[src/rtl/mpl_pkg.sv]
// Package: shared types and constants of the extraction permit combiner.
// Assumes mode codes 1..NUM_MODES are valid and code 0 means "off".
package mpl_pkg;

    localparam int MODE_W    = 3;
    localparam int NUM_MODES = 5;

    typedef enum logic [MODE_W-1:0] {
        MODE_OFF     = 3'd0,
        MODE_UP_DUMP = 3'd1,
        MODE_DN_DUMP = 3'd2,
        MODE_PROBE   = 3'd3,
        MODE_LOW     = 3'd4,
        MODE_HIGH    = 3'd5
    } mode_e;

    // Condition bundle, all bits active-high "OK" / "inserted" / "flag set".
    typedef struct packed {
        logic sw;
        logic src;
        logic blk_up;
        logic line_up;
        logic line_dn;
        logic blk_dn;
        logic inj;
        logic probe;
        logic present;
        logic setup;
    } cond_t;

endpackage

[src/rtl/mpl_path_eval.sv]
// Module: evaluates the beam-path products of the OR-of-AND permit.
// Each output is one product: the permits needed for the beam to stop
// at the upstream block, at the downstream block, or reach the ring.
// Assumes the condition bits are already synchronous to the caller's clock.
module mpl_path_eval
    import mpl_pkg::*;
(
    input  cond_t cond,
    output logic  stop_up,
    output logic  stop_dn,
    output logic  reach_ring,
    output logic  path_ok
);

    // Compute each product and their sum; later permits are absent from
    // the products that end at an inserted block.
    always_comb begin
        stop_up    = cond.src & cond.blk_up;
        stop_dn    = cond.src & cond.line_up & cond.blk_dn;
        reach_ring = cond.src & cond.line_up & cond.line_dn & cond.inj;
        path_ok    = stop_up | stop_dn | reach_ring;
    end

endmodule

[src/rtl/mpl_mode_terms.sv]
// Module: builds one candidate permit term per operating mode.
// Term index m-1 belongs to mode code m. The software interlock is not
// applied here; the selector applies it to every mode.
module mpl_mode_terms
    import mpl_pkg::*;
#(
    parameter int N_MODES = NUM_MODES
) (
    input  cond_t              cond,
    input  logic               stop_up,
    input  logic               stop_dn,
    input  logic               path_ok,
    output logic [N_MODES-1:0] term
);

    genvar m;
    generate
        for (m = 0; m < N_MODES; m++) begin : g_term
            if (m + 1 == int'(MODE_UP_DUMP)) begin : g_up
                // Beam ends at the upstream block only.
                always_comb term[m] = stop_up;
            end else if (m + 1 == int'(MODE_DN_DUMP)) begin : g_dn
                // Beam ends at either block, never in the ring.
                always_comb term[m] = stop_up | stop_dn;
            end else if (m + 1 == int'(MODE_PROBE)) begin : g_probe
                // Any valid path with the probe flag set.
                always_comb term[m] = path_ok & cond.probe;
            end else if (m + 1 == int'(MODE_LOW)) begin : g_low
                // Any valid path with the setup-beam flag set.
                always_comb term[m] = path_ok & cond.setup;
            end else if (m + 1 == int'(MODE_HIGH)) begin : g_high
                // Full-intensity: beam present, no probe or setup flag.
                always_comb term[m] = path_ok & cond.present
                                      & ~cond.probe & ~cond.setup;
            end else begin : g_none
                // Modes beyond the defined set never grant.
                always_comb term[m] = 1'b0;
            end
        end
    endgenerate

endmodule

[src/rtl/mpl_mode_select.sv]
// Module: decodes the mode code one-hot and picks the matching term.
// Codes outside 1..N_MODES decode to no hit, so the permit is FALSE.
module mpl_mode_select #(
    parameter int MW      = 3,
    parameter int N_MODES = 5
) (
    input  logic [MW-1:0]      mode_sel,
    input  logic               sw_ok,
    input  logic [N_MODES-1:0] term,
    output logic               permit_next
);

    logic [N_MODES-1:0] hit;

    genvar m;
    generate
        for (m = 0; m < N_MODES; m++) begin : g_dec
            // One-hot decode of mode code m+1.
            always_comb hit[m] = (mode_sel == MW'(m + 1));
        end
    endgenerate

    // AND-OR select gated by the software interlock.
    always_comb permit_next = sw_ok & (|(hit & term));

endmodule

[src/rtl/mpl_master_permit.sv]
// Module: top of the mode-selected extraction permit combiner.
// Bundles the ten unmaskable conditions, evaluates the sum of products for
// the selected mode and registers the result. Synchronous active-low reset
// holds the permit FALSE until the first evaluation after release.
module mpl_master_permit
    import mpl_pkg::*;
#(
    parameter int MW      = MODE_W,
    parameter int N_MODES = NUM_MODES
) (
    input  logic          clk,
    input  logic          rst_n,
    input  logic [MW-1:0] mode_sel,
    input  logic          sw_ok,
    input  logic          src_ok,
    input  logic          blk_up_in,
    input  logic          line_up_ok,
    input  logic          line_dn_ok,
    input  logic          blk_dn_in,
    input  logic          ring_inj_ok,
    input  logic          flag_probe,
    input  logic          flag_present,
    input  logic          flag_setup,
    output logic          permit_o
);

    cond_t              cond;
    logic               stop_up;
    logic               stop_dn;
    logic               reach_ring;
    logic               path_ok;
    logic [N_MODES-1:0] term;
    logic               permit_next;
    logic               permit_q;

    // Gather the input pins into the shared condition bundle.
    always_comb begin
        cond.sw      = sw_ok;
        cond.src     = src_ok;
        cond.blk_up  = blk_up_in;
        cond.line_up = line_up_ok;
        cond.line_dn = line_dn_ok;
        cond.blk_dn  = blk_dn_in;
        cond.inj     = ring_inj_ok;
        cond.probe   = flag_probe;
        cond.present = flag_present;
        cond.setup   = flag_setup;
    end

    mpl_path_eval u_path (
        .cond       (cond),
        .stop_up    (stop_up),
        .stop_dn    (stop_dn),
        .reach_ring (reach_ring),
        .path_ok    (path_ok)
    );

    mpl_mode_terms #(.N_MODES(N_MODES)) u_terms (
        .cond    (cond),
        .stop_up (stop_up),
        .stop_dn (stop_dn),
        .path_ok (path_ok),
        .term    (term)
    );

    mpl_mode_select #(.MW(MW), .N_MODES(N_MODES)) u_sel (
        .mode_sel    (mode_sel),
        .sw_ok       (cond.sw),
        .term        (term),
        .permit_next (permit_next)
    );

    // Register the permit; reset forces it FALSE.
    always_ff @(posedge clk) begin
        if (!rst_n) permit_q <= 1'b0;
        else        permit_q <= permit_next;
    end

    assign permit_o = permit_q;

endmodule

[config.mk]
export PLATFORM = sky130hd
export DESIGN_NAME = mpl_master_permit
export DESIGN_NICKNAME = d
export VERILOG_FILES = /design/src/rtl/mpl_pkg.sv /design/src/rtl/mpl_path_eval.sv /design/src/rtl/mpl_mode_terms.sv /design/src/rtl/mpl_mode_select.sv /design/src/rtl/mpl_master_permit.sv
export SDC_FILE = /design/constraint.sdc
export NUM_CORES = 1
export LEC_CHECK = 0
export ABC_CLOCK_PERIOD_IN_PS = 810
export BUFFER_PORTS_ARGS = -buffer_cell sky130_fd_sc_hd__buf_2
export CELL_PAD_IN_SITES_DETAIL_PLACEMENT = 1
export CELL_PAD_IN_SITES_GLOBAL_PLACEMENT = 1
export CORE_AREA = 5 5 42 44
export CTS_BUF_LIST = sky130_fd_sc_hd__clkbuf_4 sky130_fd_sc_hd__clkbuf_8
export CTS_CLUSTER_DIAMETER = 120
export DETAILED_ROUTE_END_ITERATION = 16
export DIE_AREA = 0 0 47 49
export MAX_ROUTING_LAYER = met4
export PLACE_DENSITY_LB_ADDON = 0.15
export SLEW_MARGIN = 0
export SYNTH_ARGS = -nofsm -noshare
export SYNTH_HDL_FRONTEND = slang
export SYNTH_SLANG_ARGS = --single-unit
export TNS_END_PERCENT = 100
[constraint.sdc]
create_clock -name clk -period 0.81 [get_ports clk]
set_input_delay 0.162 -clock clk [delete_from_list [all_inputs] [get_ports clk]]
set_output_delay 0.162 -clock clk [all_outputs]
set_load 0.02 [all_outputs]
# ---- Yosys cells after proc, flatten, opt, wreduce, memory -nomap -nowiden
# Cells that the tools add are included.
dict set report op_classes {
  n_eq_ne 5
  n_bitwise 16
  n_reduce_logical 1
}
# cell n
set ops {}
lappend ops {{$and A1 B1 Y1} 11}
lappend ops {{$eq A3 B2 Y1 const B} 2}
lappend ops {{$eq A3 B3 Y1 const B} 2}
lappend ops {{$and A5 B5 Y5} 1}
lappend ops {{$reduce_or A5 Y1} 1}
lappend ops {{$eq A3 B1 Y1 const B} 1}
lappend ops {{$not A1 Y1} 2}
lappend ops {{$or A1 B1 Y1} 2}
dict set report word_totals {
  regBits 1
  input_bits 15
  output_inout_bits 1
  wordCells 23
}

# ---- Depth between registers and ports, before layout
dict set report depth {
  depth_word 10
  ltp_mapped 3
  depth_no_buf 3
}

# ---- Modules after synthesis
# A second synthesis with hierarchy kept.
dict set report hier_totals {
  hier_cells 22
  area_unflattened_um2 158.9
}
# mod n_inst cells_per_inst area_per_inst_um2 seq_area_each_um2
set modules_own_cells {}
lappend modules_own_cells {mpl_mode_select 1 9 48.8 0.0}
lappend modules_own_cells {mpl_path_eval 1 6 43.8 0.0}
lappend modules_own_cells {mpl_mode_terms 1 5 40.0 0.0}
lappend modules_own_cells {mpl_master_permit 1 2 26.3 20.0}

# ---- Worst setup path before layout
# OpenSTA, ideal clock, no wires.
dict set report synth_timing {
  path_type {input port to flip-flop}
  startpoint {input port mode_sel[0]}
  endpoint {register permit_q (netlist: permit_o)}
  setup_ns 0.119
  arrival_ns 0.668
  required_time_ns 0.691
  slack_ns 0.024
  cell_stages 3
  n_path_buf 0
  path_cell_list {o21a_1 -> o22a_1 -> o221a_1}
}
dict set report synth_between {
  elab_chain_len 4
  word_cells_on_any_way 8
  classes_between {eq/ne: 5; bitwise: 2; reduce/logical: 1}
}
# element line
set synth_rtl {}
lappend synth_rtl {{start, declared} mpl_master_permit.sv:13} ;# input logic [MW-1:0] mode_sel,
lappend synth_rtl {{$eq A3 B1 Y1, or another cell as far along} mpl_mode_select.sv:19} ;# always_comb hit[m] = (mode_sel == MW'(m + 1));
lappend synth_rtl {{$and A5 B5 Y5 (*)} mpl_mode_select.sv:24} ;# always_comb permit_next = sw_ok & (|(hit & term));
lappend synth_rtl {{$reduce_or A5 Y1 (*)} mpl_mode_select.sv:24}
lappend synth_rtl {{$and A1 B1 Y1 (*)} mpl_mode_select.sv:24}
lappend synth_rtl {{end signal, assigned} mpl_master_permit.sv:76} ;# else permit_q <= permit_next;
lappend synth_rtl {{end, declared} mpl_master_permit.sv:34} ;# logic permit_q;
# Every way passes the cells marked *; elsewhere a longest branch is shown, timed or not.
# A chain may end at the register's enable or synchronous reset.

# ---- Worst setup path in the final report
dict set report layout_timing {
  startpoint {input port blk_dn_in}
  endpoint {register permit_q (netlist: permit_o)}
}
dict set report layout_between {
  elab_chain_len 9
  word_cells_on_any_way 11
  classes_between {bitwise: 10; reduce/logical: 1}
}
# element line
set layout_rtl {}
lappend layout_rtl {{start, declared} mpl_master_permit.sv:19} ;# input logic blk_dn_in,
lappend layout_rtl {{$and A1 B1 Y1 (*)} mpl_path_eval.sv:19} ;# stop_dn = cond.src & cond.line_up & cond.blk_dn;
lappend layout_rtl {{$or A1 B1 Y1 (*)} {mpl_path_eval.sv:21, mpl_mode_terms.sv:24}}
lappend layout_rtl {{$or A1 B1 Y1} mpl_path_eval.sv:21} ;# path_ok = stop_up | stop_dn | reach_ring;
lappend layout_rtl {{$and A1 B1 Y1} mpl_mode_terms.sv:33} ;# always_comb term[m] = path_ok & cond.present
lappend layout_rtl {{$and A1 B1 Y1 (2 in series)} mpl_mode_terms.sv:34} ;# & ~cond.probe & ~cond.setup;
lappend layout_rtl {{$and A5 B5 Y5 (*)} mpl_mode_select.sv:24}
lappend layout_rtl {{$reduce_or A5 Y1 (*)} mpl_mode_select.sv:24}
lappend layout_rtl {{$and A1 B1 Y1 (*)} mpl_mode_select.sv:24}
# Marked as above.

==> impl_metrics.json <==
{
  "clk_pin_slew_ns": 0,
  "first_global_vias": 171,
  "worstSetupPathType": "input pin to flop",
  "grt_overflow_total": 0,
  "dpl_worst_slack_ns": -0.154,
  "cp.required_ns": 0.69,
  "worst_slew_margin_rel_pct": 86.4,
  "power_density_nw_per_um2": 572,
  "critPathArrivalTime_ns": 0.79,
  "slowest_stage": "o221a_1",
  "antenna_cells": 0,
  "finalSetupTns_ns": -0.104,
  "ant_nets": 0,
  "drt_pass1_iterations": 1,
  "dieArea_um2": 2300,
  "die_w_um": 47,
  "grt_use_met2_pct": 5.20,
  "ios": 16,
  "synthCells": 11,
  "viasPerCell": 3.81,
  "stdcell_count": 43,
  "drive_gt1_share_pct": 63.0,
  "synth_seq_area_share_pct": 20.5,
  "grtUsageMet3_pct": 0,
  "cpLargestDelayFamily": "compound AO/OA/AOI/OAI gates",
  "placed_cells": 43,
  "ys_ff_latch": 1,
  "antenna_found_initial": 0,
  "fmax_ghz": 1.09,
  "fin_ws_ns": -0.104,
  "final_util_pct": 15.2,
  "num_rows": 14,
  "globalplace.congestion": 0.639,
  "critical_path_buf_inv_count": 1,
  "wl_um": 408,
  "io_buffers": 15,
  "largest_reg_flops": 1,
  "crit_path_max_fanout": 2,
  "final.min_clock_period_ns": 0.914,
  "top_usage_layer": "met1",
  "routedWlPerCell_um": 9.49,
  "yosysWarningCount": 0,
  "peakVddDrop_mv": 0.121,
  "area_growth_pct": 118,
  "synth_cell_types": 10,
  "drv_slew": 0,
  "avgSynthCellArea_um2": 8.87,
  "cap_violations": 0,
  "grt_use_met1_pct": 5.66,
  "rsz0062_at_grt": "yes",
  "status": "finished, violations left",
  "drt_iter0_markers": 0,
  "critPathLaunchType": "input pin",
  "synth_nets": 26,
  "finalCritPeriodShare_pct": 113,
  "vias": 164,
  "violations": "setup timing",
  "hp-class": "input pin to flop",
  "hold_viol": 0,
  "setup_viol": 1,
  "crit_chain": "buf_6 > o21a_1 > o22a_1 > o221a_1",
  "post_cts_buffers": 0,
  "end_kind": "flop",
  "grt_start_max_net_pins": 6,
  "p_leak_nw": 0.105,
  "drcViolationCount": 0,
  "synthesis.area_um2": 97.6,
  "nets": 44,
  "tightest_slew_ns": 0.203,
  "start_util_pct": 6.96,
  "gr-usage-all-layers_pct": 3.53,
  "fp.dieH_um": 49,
  "grt_pass1_wl_um": 641,
  "core_um2": 1400,
  "worst_path_largest_cell_delay_ns": 0.22
}
==> through the flow <==
step	instance area [um2]	hold slack [ns]	total power, mW
final	213	0.451	0.122
after global routing	213	0.476	0.129
after CTS	213	0.463	0.123
after detailed placement	200	0.457	0.117
after global placement	200	0.478	0.116
after floorplan	97.6	0.336	0.0698
==> cells by family after synthesis <==
kind of cell,Yosys count,synth area share (%)
flops,1,20.5
compound gates,7,61.6
buf+inv,2,7.70
simple gates,1,10.3
==> repair_timing <==
item	CTS	global route
endpoints found under the setup margin	1	1
pin swaps	3	2
resized for setup	3	0
cloned	0	0
hold buffers	0	0
==> final timing paths <==
path	start	to	slack, ns	cells after the start
worst max-delay path	blk_dn_in	permit_o	-0.10	4
worst min-delay path	mode_sel[2]	permit_o	0.45	2
==> final cells by class <==
cell class,count,area [um2]
Tap cell,16,20.0
Multi-Input combinational cell,8,70.1
Timing Repair Buffer,16,95.1
Sequential cell,1,20.0
Fill cell,181,1190
Inverter,2,7.51
==> metal layers <==
layer / part of all wire, % / vias to the layer above
li1: - / 82
met1: 51 / 70
met2: 38 / 12
met3: 11 / 0
met4: 0 / 0
met5: 0 / -
==> cells in the final DEF, fill, tap and decap left out, drive strengths merged <==
master	n
and4	1
o22a	1
o31ai	1
a311oi	1
dfxtp	1
a211oi	1
inv	2
buf	16
o2111ai	1
o21a	1
o221a	1
==> Yosys cell counts <==
master     instances  area, um2
a311oi_1           1       8.76
o22a_1             1       8.76
o221a_1            1       11.3
inv_1              2       7.51
and4_2             1       10.0
o2111ai_1          1       8.76
a211oi_1           1       7.51
o21a_1             1       7.51
dfxtp_1            1       20.0
o31ai_1            1       7.51
==> power by group <==
group          leakage [nW]  switching [mW]  total (mW)  internal (mW)
Combinational        0.0970          0.0256      0.0700         0.0444
Sequential          0.00809        0.000217      0.0515         0.0513
Clock                     0               0           0              0
Power figures use the tool's default switching activity.
